===== src/rtl/sram_ctrl_pkg.sv =====
package sram_ctrl_pkg;
  typedef enum logic [2:0] {
    ST_IDLE,
    ST_RD,
    ST_WR_LOW,
    ST_WR_HOLD,
    ST_TURN
  } ctrl_state_t;
endpackage


===== src/rtl/sram_phase_timer.sv =====
module sram_phase_timer #(
  parameter int CW = 3
) (
  input  logic          clk,
  input  logic          rst,
  input  logic          clear,
  input  logic [CW-1:0] limit,
  output logic          done
);
  logic [CW-1:0] cnt;

  always_ff @(posedge clk) begin
    if (rst || clear) cnt <= '0;
    else              cnt <= cnt + 1'b1;
  end

  assign done = (cnt == limit);
endmodule


===== src/rtl/sram_lane_gate.sv =====
module sram_lane_gate #(
  parameter int LANES = 2
) (
  input  logic [LANES-1:0]   sel,
  input  logic [LANES*8-1:0] din,
  output logic [LANES*8-1:0] dout
);
  for (genvar g = 0; g < LANES; g++) begin : g_lane
    assign dout[g*8 +: 8] = sel[g] ? din[g*8 +: 8] : 8'h00;
  end
endmodule


===== src/rtl/sram_lane_ctrl.sv =====
module sram_lane_ctrl
  import sram_ctrl_pkg::*;
#(
  parameter int ADDR_W   = 19,
  parameter int DATA_W   = 16,
  parameter int RD_CYC   = 6,
  parameter int WE_CYC   = 5,
  parameter int HOLD_CYC = 1,
  parameter int TURN_CYC = 1
) (
  input  logic                clk,
  input  logic                rst,
  input  logic                req_valid,
  output logic                req_ready,
  input  logic [ADDR_W-1:0]   req_addr,
  input  logic                req_write,
  input  logic [DATA_W/8-1:0] req_mask,
  input  logic [DATA_W-1:0]   req_wdata,
  output logic                rsp_valid,
  output logic [DATA_W-1:0]   rsp_rdata,
  output logic [ADDR_W-1:0]   mem_addr,
  output logic                mem_cs_n,
  output logic                mem_we_n,
  output logic                mem_oe_n,
  output logic                mem_lb_n,
  output logic                mem_ub_n,
  output logic [DATA_W-1:0]   mem_dq_out,
  output logic                mem_dq_oe,
  input  logic [DATA_W-1:0]   mem_dq_in
);
  localparam int LANES = DATA_W / 8;
  localparam int MAX_A = (RD_CYC > WE_CYC) ? RD_CYC : WE_CYC;
  localparam int MAX_B = (HOLD_CYC > TURN_CYC) ? HOLD_CYC : TURN_CYC;
  localparam int MAXC  = (MAX_A > MAX_B) ? MAX_A : MAX_B;
  localparam int CW    = $clog2(MAXC + 1);

  ctrl_state_t       st, st_nx;
  logic [LANES-1:0]  strb_n;
  logic [CW-1:0]     tmr_limit;
  logic              tmr_done;
  logic              tmr_clear;
  logic              accept;
  logic              mask_zero;
  logic [DATA_W-1:0] rd_gated;

  assign req_ready = (st == ST_IDLE);
  assign accept    = req_valid && req_ready;
  assign mask_zero = (req_mask == '0);
  assign mem_lb_n  = strb_n[0];
  assign mem_ub_n  = strb_n[LANES-1];

  always_comb begin
    st_nx     = st;
    tmr_limit = '0;
    case (st)
      ST_IDLE: begin
        if (accept && !mask_zero) st_nx = req_write ? ST_WR_LOW : ST_RD;
      end
      ST_RD: begin
        tmr_limit = CW'(RD_CYC - 1);
        if (tmr_done) st_nx = ST_TURN;
      end
      ST_WR_LOW: begin
        tmr_limit = CW'(WE_CYC - 1);
        if (tmr_done) st_nx = ST_WR_HOLD;
      end
      ST_WR_HOLD: begin
        tmr_limit = CW'(HOLD_CYC - 1);
        if (tmr_done) st_nx = ST_IDLE;
      end
      ST_TURN: begin
        tmr_limit = CW'(TURN_CYC - 1);
        if (tmr_done) st_nx = ST_IDLE;
      end
      default: st_nx = ST_IDLE;
    endcase
  end

  assign tmr_clear = (st_nx != st) || (st == ST_IDLE);

  sram_phase_timer #(.CW(CW)) u_timer (
    .clk   (clk),
    .rst   (rst),
    .clear (tmr_clear),
    .limit (tmr_limit),
    .done  (tmr_done)
  );

  sram_lane_gate #(.LANES(LANES)) u_gate (
    .sel  (~strb_n),
    .din  (mem_dq_in),
    .dout (rd_gated)
  );

  always_ff @(posedge clk) begin
    if (rst) begin
      st         <= ST_IDLE;
      mem_cs_n   <= 1'b1;
      mem_we_n   <= 1'b1;
      mem_oe_n   <= 1'b1;
      strb_n     <= '1;
      mem_addr   <= '0;
      mem_dq_out <= '0;
      mem_dq_oe  <= 1'b0;
      rsp_valid  <= 1'b0;
      rsp_rdata  <= '0;
    end else begin
      st        <= st_nx;
      rsp_valid <= 1'b0;
      case (st)
        ST_IDLE: begin
          if (accept) begin
            if (mask_zero) begin
              rsp_valid <= !req_write;
              rsp_rdata <= '0;
            end else begin
              mem_addr <= req_addr;
              mem_cs_n <= 1'b0;
              strb_n   <= ~req_mask;
              if (req_write) begin
                mem_we_n   <= 1'b0;
                mem_dq_out <= req_wdata;
                mem_dq_oe  <= 1'b1;
              end else begin
                mem_oe_n <= 1'b0;
              end
            end
          end
        end
        ST_RD: begin
          if (tmr_done) begin
            rsp_valid <= 1'b1;
            rsp_rdata <= rd_gated;
            mem_cs_n  <= 1'b1;
            mem_oe_n  <= 1'b1;
            strb_n    <= '1;
          end
        end
        ST_WR_LOW: begin
          if (tmr_done) mem_we_n <= 1'b1;
        end
        ST_WR_HOLD: begin
          if (tmr_done) begin
            mem_cs_n  <= 1'b1;
            strb_n    <= '1;
            mem_dq_oe <= 1'b0;
          end
        end
        default: ;
      endcase
    end
  end

  AST_NO_CONTENTION: assert property (@(posedge clk) disable iff (rst)
    !(mem_dq_oe && !mem_oe_n)) else $error("bus contention");
  AST_WE_NEEDS_CS: assert property (@(posedge clk) disable iff (rst)
    !mem_we_n |-> (!mem_cs_n && mem_dq_oe)) else $error("write enable without select");
  AST_WE_RISE_HOLD: assert property (@(posedge clk) disable iff (rst)
    $rose(mem_we_n) |-> (!mem_cs_n && mem_dq_oe && $stable(mem_dq_out) && $stable(mem_addr)))
    else $error("data not held across write enable rise");
  AST_READ_WE_HIGH: assert property (@(posedge clk) disable iff (rst)
    !mem_oe_n |-> (mem_we_n && !mem_cs_n)) else $error("read with write enable low");
  AST_CS_HAS_LANE: assert property (@(posedge clk) disable iff (rst)
    !mem_cs_n |-> !(mem_lb_n && mem_ub_n)) else $error("select without any lane");
  AST_IDLE_PARKED: assert property (@(posedge clk) disable iff (rst)
    req_ready |-> (mem_cs_n && mem_we_n && mem_oe_n)) else $error("idle not parked");
  AST_TURN_GAP: assert property (@(posedge clk) disable iff (rst)
    $rose(mem_oe_n) |=> !mem_dq_oe) else $error("no turnaround");
  AST_ADDR_STABLE: assert property (@(posedge clk) disable iff (rst)
    (!mem_cs_n && !$past(mem_cs_n)) |-> $stable(mem_addr)) else $error("address moved");
endmodule


===== config.mk =====
export PLATFORM = sky130hd
export DESIGN_NAME = sram_lane_ctrl
export DESIGN_NICKNAME = d
export VERILOG_FILES = /design/src/rtl/sram_ctrl_pkg.sv /design/src/rtl/sram_phase_timer.sv /design/src/rtl/sram_lane_gate.sv /design/src/rtl/sram_lane_ctrl.sv
export SDC_FILE = /design/constraint.sdc
export NUM_CORES = 1
export LEC_CHECK = 0
export BUFFER_PORTS_ARGS = -buffer_cell sky130_fd_sc_hd__buf_2
export CORE_MARGIN = 5
export CORE_UTILIZATION = 30
export CTS_BUF_LIST = sky130_fd_sc_hd__clkbuf_8
export DETAILED_ROUTE_END_ITERATION = 10
export PLACE_DENSITY = 0.63
export SLEW_MARGIN = 10
export SYNTH_ARGS = -nofsm -noshare
export SYNTH_HDL_FRONTEND = slang
export SYNTH_SLANG_ARGS = --single-unit

===== constraint.sdc =====
create_clock -name clk -period 4.7 [get_ports clk]
set_clock_uncertainty 0.2 [all_clocks]
set_input_delay 0.705 -clock clk [delete_from_list [all_inputs] [get_ports clk]]
set_output_delay 0.705 -clock clk [all_outputs]
set_load 0.01 [all_outputs]

==> results of run 1 <==
-- kinds of logic after synthesis --
group / share of synthesized area
AOI/OAI and AO/OA: 0.1707
buffers and inverters: 0.05207
adders and majority gates: 0.004821
and+or+nand+nor: 0.2715
DFF: 0.4937
xor gates and xnor gates: 0.003376
muxes: 0.003857
-- sequential cells by signal, indices dropped and copies added (netlist names), 2 cells and up --
signal / flops
mem_addr: 19
mem_dq_out: 16
rsp_rdata: 16
st: 3
strb_n: 2
u_timer.cnt: 3
-- stage by stage --
stage          power (W)  worst slack [ps]  std cells
5_1_grt         0.001371              2006        528
4_1_cts         0.001324              2231        528
3_5_place_dp   0.0007822              2117        512
3_3_place_gp   0.0007802              2137        512
2_1_floorplan  0.0007159              2714        312
6_report        0.001305              2217        528
-- worst max-delay path by stage --
stage	start	endpoint	slack, ps	cells after the start
5_1_grt	st[1]$_SDFF_PP0_	u_timer.cnt[2]$_SDFF_PP0_	2010	4
2_1_floorplan	req_valid	mem_oe_n$_SDFFE_PP1P_	2710	5
6_report	st[1]$_SDFF_PP0_	u_timer.cnt[1]$_SDFF_PP0_	2220	4
4_1_cts	st[1]$_SDFF_PP0_	u_timer.cnt[1]$_SDFF_PP0_	2230	4
3_5_place_dp	req_mask[1]	st[0]$_SDFF_PP0_	2120	4
3_3_place_gp	req_mask[1]	st[0]$_SDFF_PP0_	2140	4
-- worst max-delay path: stages (launching register included) --
cell	delay (ps)
sky130_fd_sc_hd__dfxtp_1	500
sky130_fd_sc_hd__nor4b_4	640
sky130_fd_sc_hd__o21ai_2	450
sky130_fd_sc_hd__o32ai_1	390
sky130_fd_sc_hd__o21ai_0	160
-- layer usage --
layer | GRT usage | routed length (um) | up-vias
met2 | 0.2230 | 3378 | 91
met1 | 0.1699 | 3188 | 1169
li1 | - | - | 1286
met5 | 0 | 0 | -
met4 | 0.03187 | 51 | 0
met3 | 0.06089 | 641 | 5
-- placed cells by master, fill, tap and decap left out, drive strengths merged --
| cell type | instances |
|---|---|
| a211o | 1 |
| ha | 1 |
| clkinv | 3 |
| nor2 | 4 |
| nor4 | 1 |
| mux2i | 1 |
| or4b | 1 |
| nand3b | 2 |
| nor3 | 4 |
| xnor2 | 1 |
| bufinv | 2 |
| and2 | 1 |
| a221oi | 1 |
| nor4bb | 1 |
| nand2 | 78 |
| clkbuf | 10 |
| a31oi | 1 |
| or2 | 1 |
| nand4 | 2 |
| o21ai | 8 |
| and4bb | 1 |
| a2bb2oi | 1 |
| a22oi | 1 |
| nand3 | 36 |
| nor2b | 5 |
| o32ai | 1 |
| a211oi | 1 |
| a221o | 1 |
| dfxtp | 64 |
| o21bai | 1 |
| and3 | 1 |
| o211ai | 2 |
| inv | 2 |
| a311oi | 1 |
| a22o | 1 |
| a21oi | 54 |
| o31ai | 1 |
| buf | 116 |
| nor4b | 3 |
| nor3b | 3 |
-- cell type report --
type / count / area (um^2) / area share
clock buffers: 10 / 137.6 / 0.04032
clock inverters: 6 / 91.34 / 0.02676
inverters: 1 / 3.754 / 0.001100
multi-input cells: 223 / 1181 / 0.3460
flip-flops and latches: 64 / 1281 / 0.3754
well taps: 108 / 135.1 / 0.03959
repair buffers: 116 / 583.1 / 0.1708
-- report_power, final --
| part | total [W] | switching (W) | internal, W |
|---|---|---|---|
| Clock | 0.000536 | 0.000220 | 0.000316 |
| Sequential | 0.000595 | 0.0000255 | 0.000569 |
| Combinational | 0.000174 | 0.000103 | 0.0000710 |
==> insert_results.sql, run 1 <==
INSERT INTO impl_metrics (metric_group, metric, value, unit) VALUES
('synthesis', 'synth.ff_latch_count', '64', ''),
('drt', 'drt_first_iter_violations', '101', ''),
('final_layout', 'filler_cell_count', '910', ''),
('final_layout', 'drive_above_1_share', '0.3381', ''),
('clocking', 'cts_max_level', '3', ''),
('synthesis', 'synth_largest_area_cell', 'sky130_fd_sc_hd__dfxtp_1', ''),
('synthesis', 'synth.most_common_cell', 'sky130_fd_sc_hd__nand2_1', ''),
('critical_path', 'crit_fanout', '26', ''),
('grt', 'grt_start_max_net_pins', '64', ''),
('floorplan', 'die_height', '103.0', 'um'),
('timing', 'final.setup.tns', '0', 'ps'),
('drt', 'via_count', '2551', ''),
('final_layout', 'area.growth.synth_to_final', '31.53', '%'),
('clocking', 'cts_buffers', '9', ''),
('drt', 'drt_drc_violations_left', '0', ''),
('critical_path', 'worstSetupStartpointType', 'flip-flop', ''),
('timing', 'timing.final.max_slew_violations', '0', ''),
('final_layout', 'antenna_cells', '0', ''),
('floorplan', 'coreArea', '0.008593', 'mm^2'),
('clocking', 'clock_latency', '330', 'ps'),
('synthesis', 'ys_seq_area_frac', '0.4937', ''),
('placement', 'area_post_placement', '0.003184', 'mm^2'),
('synthesis', 'syn_avg_cell_area', '8.317', 'um^2'),
('synthesis', 'synth.lib_cells_used.distinct', '43', ''),
('synthesis', 'netlist.area_leader.share', '0.4937', ''),
('timing', 'worstMarginPinSlew', '1167', 'ps'),
('power_and_ir_drop', 'power_density', '382.2', 'mW/mm^2'),
('hold_path', 'hp-start', 'rsp_rdata[5]$_SDFFE_PP0P_', ''),
('synthesis', 'yosys_warnings', '0', ''),
('run', 'timing.max_cap.violations', '0', ''),
('critical_path', 'setup.reg_to_reg.worst_slack', '2220', 'ps'),
('clocking', 'cts_hold_buffers', '0', ''),
('timing', 'highest_clock_rate', '0.4027', 'GHz'),
('critical_path', 'worst_r2r_endpoint', 'u_timer.cnt[1]$_SDFF_PP0_', ''),
('floorplan', 'horizontal_die_dimension', '103.0', 'um'),
('floorplan', 'floorplan.initialDensity', '0.3020', ''),
('synthesis', 'ys_top_cells_by_count', 'sky130_fd_sc_hd__nand2_1 (78), sky130_fd_sc_hd__dfxtp_1 (64), sky130_fd_sc_hd__a21oi_1 (54)', ''),
('grt', 'grt_first_pass_wirelength', '11580', 'um'),
('hold_path', 'worstHoldEndpoint', 'rsp_rdata[5]$_SDFFE_PP0P_', ''),
('synthesis', 'synth-async-reset-ratio', '0', ''),
('clocking', 'cts_sinks', '64', ''),
('power_and_ir_drop', 'peak_supply_drop', '0.2033', 'mV'),
('timing', 'slew-limit-headroom', '0.2219', ''),
('clocking', 'cts_resized', '0', ''),
('clocking', 'clkTransAtPathRegs', '70', 'ps'),
('outcome', 'outcome', 'finished clean', ''),
('synthesis', 'yosys-top-cells-area', 'sky130_fd_sc_hd__dfxtp_1 (49%), sky130_fd_sc_hd__nand2_1 (11%), sky130_fd_sc_hd__a21oi_1 (10%)', ''),
('critical_path', 'crit_path_dat', '2480', 'ps'),
('clocking', 'tritoncts', 'built', ''),
('critical_path', 'reg2reg_from', 'st[1]$_SDFF_PP0_', ''),
('clocking', 'root_buffer', 'sky130_fd_sc_hd__clkbuf_8', ''),
('clocking', 'cts_max_path_buffers', '2', ''),
('grt', 'grtUsageTotal', '0.1381', ''),
('floorplan', 'boundaryPins', '116', ''),
('floorplan', 'design.die.area', '0.01061', 'mm^2'),
('critical_path', 'timing_worst_setup_path_type', 'flip-flop to flip-flop', ''),
('placement', 'buffer_ports.inserted', '115', ''),
('timing', 'final-hold-violation-count', '0', ''),
('floorplan', 'rows', '34', ''),
('grt', 'global_route.overflow_total', '0', ''),
('drt', 'routedWlPerCell', '13.75', 'um'),
('synthesis', 'post_synth_instance_area', '0.002595', 'mm^2'),
('drt', 'route.final.wire_length', '7260', 'um'),
('final_layout', 'final_util', '0.3972', ''),
('synthesis', 'syn_inst', '312', ''),
('final_layout', 'design.final.nets', '473', ''),
('hold_path', 'worstHoldPathCells', '2', ''),
('critical_path', 'cp-end-kind', 'flip-flop', ''),
('timing', 'hold-worst-slack', '248.6', 'ps'),
('placement', 'hpwlAfterDp', '5033', 'um'),
('final_layout', 'final_area', '0.003413', 'mm^2');
No activity file was read; power rests on OpenSTA's default activity.
==> run 2: changes to the inputs <==
Settings changed: PLACE_DENSITY 0.63 to 0.65.
Clock period 4.7 ns to 2 ns, I/O delays scaled along.
==> run 2 against run 1 <==
Compared with the run above:
- die area unchanged
- largest power group unchanged
- largest cell class unchanged
- critical endpoint is now u_timer.cnt[0]$_SDFF_PP0_
- register-to-register slack worse by 2100 ps
- power up 120%
- design area up 9.8%
==> insert_results.sql, run 2 (synthesis gave the netlist of run 1 again) <==
INSERT INTO impl_metrics (metric_group, metric, value, unit) VALUES
('run', 'timing.max_cap.violations', '0', ''),
('critical_path', 'worstSetupStartpointType', 'flip-flop', ''),
('final_layout', 'filler_cell_count', '889', ''),
('timing', 'setup_slack', '128.4', 'ps'),
('floorplan', 'floorplan.initialDensity', '0.3020', ''),
('drt', 'antenna_violating_nets_post_route', '0', ''),
('timing', 'timing.final.setup_violations', '0', ''),
('final_layout', 'mostFrequentLayoutCell', 'sky130_fd_sc_hd__buf_2', ''),
('final_layout', 'antenna_cells', '0', ''),
('final_layout', 'largest_register_ff_count', '19', ''),
('power_and_ir_drop', 'power_report.internal_total', '0.002055', 'W'),
('grt', 'initial_antenna_violation_count', '0', ''),
('hold_path', 'hp-class', 'input port to flip-flop', ''),
('clocking', 'cts_buffers', '9', ''),
('final_layout', 'final_area', '0.003746', 'mm^2'),
('drt', 'drt_first_iter_violations', '63', ''),
('critical_path', 'setup.reg_to_reg.worst_slack', '130', 'ps'),
('power_and_ir_drop', 'power.combinational.fraction', '0.179', ''),
('critical_path', 'cp-end-kind', 'flip-flop', ''),
('timing', 'final.setup.tns', '0', 'ps'),
('critical_path', 'cp_data_required_time', '1990', 'ps'),
('floorplan', 'die_height', '103.0', 'um'),
('drt', 'via_count', '2736', ''),
('drt', 'drt_drc_violations_left', '0', ''),
('timing', 'worstMarginPinSlew', '516.0', 'ps'),
('timing', 'highest_clock_rate', '0.5343', 'GHz'),
('placement', 'hpwlAfterDp', '5594', 'um'),
('grt', 'grt_first_pass_wirelength', '12520', 'um'),
('power_and_ir_drop', 'leakage_power', '1.645', 'nW'),
('floorplan', 'horizontal_die_dimension', '103.0', 'um'),
('placement', 'area_post_placement', '0.003332', 'mm^2'),
('timing', 'rsz_0062_raised_after_global_routing', 'no', ''),
('grt', 'grtUsageTotal', '0.1489', ''),
('clocking', 'clock_latency', '330', 'ps'),
('grt', 'global_route.overflow_total', '0', ''),
('power_and_ir_drop', 'switching_share', '0.2873', ''),
('clocking', 'tritoncts', 'built', ''),
('grt', 'first_global_vias', '2602', ''),
('clocking', 'root_buffer', 'sky130_fd_sc_hd__clkbuf_8', ''),
('critical_path', 'crit_fanout', '6', ''),
('final_layout', 'drive_above_1_share', '0.3514', ''),
('timing', 'timing.final.crit_share', '0.9358', ''),
('timing', 'slew-limit-headroom', '0.6549', ''),
('power_and_ir_drop', 'netSwitchingPower', '0.0008286', 'W'),
('final_layout', 'design.final.nets', '515', ''),
('floorplan', 'boundaryPins', '116', ''),
('final_layout', 'area.growth.synth_to_final', '44.36', '%'),
('clocking', 'cts_sinks', '64', ''),
('clocking', 'cts_max_path_buffers', '2', ''),
('floorplan', 'rows', '34', ''),
('drt', 'route.final.wire_length', '7857', 'um'),
('final_layout', 'max_flop_register', 'mem_addr', ''),
('placement', 'place_worst_setup_slack', '113.0', 'ps'),
('timing', 'hold-worst-slack', '8.526', 'ps'),
('clocking', 'clkTransAtPathRegs', '70', 'ps'),
('final_layout', 'mostFrequentLayoutCells', 'sky130_fd_sc_hd__buf_2 (115), sky130_fd_sc_hd__nand2_1 (78), sky130_fd_sc_hd__dfxtp_1 (64), sky130_fd_sc_hd__a21oi_1 (54), sky130_fd_sc_hd__nand3_1 (36)', ''),
('power_and_ir_drop', 'peak_supply_drop', '0.3608', 'mV'),
('timing', 'final_period_minus_worst_setup_slack', '1872', 'ps'),
('drt', 'routedWlPerCell', '13.81', 'um'),
('power_and_ir_drop', 'power_density', '769.8', 'mW/mm^2'),
('outcome', 'outcome', 'finished clean', ''),
('power_and_ir_drop', 'clock_power_share', '0.341', ''),
('power_and_ir_drop', 'post_layout_total_power', '0.002884', 'W'),
('drt', 'detail_route.vias_per_cell', '4.808', ''),
('drt', 'drt_pass1_iterations', '5', ''),
('floorplan', 'coreArea', '0.008593', 'mm^2'),
('placement', 'buffer_ports.inserted', '115', ''),
('grt', 'grt_start_max_net_pins', '31', ''),
('placement', 'gp_congestion', '0.8577', ''),
('clocking', 'cts_max_level', '3', ''),
('final_layout', 'biggestRegsByFlops', 'mem_addr (19), mem_dq_out (16), rsp_rdata (16)', ''),
('floorplan', 'design.die.area', '0.01061', 'mm^2'),
('power_and_ir_drop', 'seq_power_share', '0.480', ''),
('critical_path', 'crit_path_dat', '1860', 'ps'),
('timing', 'final-hold-violation-count', '0', ''),
('critical_path', 'timing_worst_setup_path_type', 'flip-flop to flip-flop', ''),
('timing', 'timing.final.max_slew_violations', '0', '');
run 2: worst max-delay path, stage by stage (launching register included):
cell                      delay (ps)
sky130_fd_sc_hd__dfxtp_1         390
sky130_fd_sc_hd__buf_4           190
sky130_fd_sc_hd__inv_1           140
sky130_fd_sc_hd__o21ai_0         120
sky130_fd_sc_hd__o32ai_1         500
sky130_fd_sc_hd__o21ai_0         190
run 2: area by class of cell:
class	count	area, um^2	share of cell area
repair buffers	158	965.9	0.2578
clock inverters	5	33.78	0.009018
well taps	108	135.1	0.03607
inverters	1	3.754	0.001002
multi-input cells	223	1189	0.3173
flip-flops and latches	64	1281	0.3420
clock buffers	10	137.6	0.03674
run 2: per-stage QoR:
stage	std cells	util
3_3_place_gp	530	0.3877
3_5_place_dp	530	0.3877
5_1_grt	569	0.4359
6_report	569	0.4359
4_1_cts	567	0.4333
2_1_floorplan	312	-
run 2: power by group through the flow:
stage / Sequential, W / Combinational [W] / Clock, W
after detailed placement: 0.00141 / 0.000474 / 0
after global placement: 0.00141 / 0.000465 / 0
after global routing: 0.00140 / 0.000573 / 0.00108
final: 0.00139 / 0.000515 / 0.000983
after CTS: 0.00138 / 0.000508 / 0.00102
after floorplan: 0.00143 / 0.000255 / 0
run 2: repair_timing:
item / 4_1_cts / 5_1_grt
hold buffers: 22 / 0
gates resized for setup: 0 / 2
setup endpoints to repair: 0 / 15
endpoints found under the hold margin: 22 / 0
setup buffers: 0 / 2
run 2: layer usage:
layer / vias to the layer above / routed length [um] / global-route usage
li1: 1369 / - / -
met1: 1264 / 3325 / 0.1865
met2: 88 / 3785 / 0.2457
met3: 15 / 634 / 0.04060
met4: 0 / 112 / 0.05279
met5: - / 0 / 0
run 2: worst paths after layout:
| check | start | endpoint | cells after the start |
|---|---|---|---|
| max | st[2]$_SDFF_PP0_ | u_timer.cnt[0]$_SDFF_PP0_ | 5 |
| max reg2reg | st[2]$_SDFF_PP0_ | u_timer.cnt[0]$_SDFF_PP0_ | 5 |
| min reg2reg | mem_cs_n$_SDFFE_PP1P_ | mem_cs_n$_SDFFE_PP1P_ | 2 |
| min | req_addr[2] | mem_addr[2]$_SDFFE_PP0P_ | 3 |
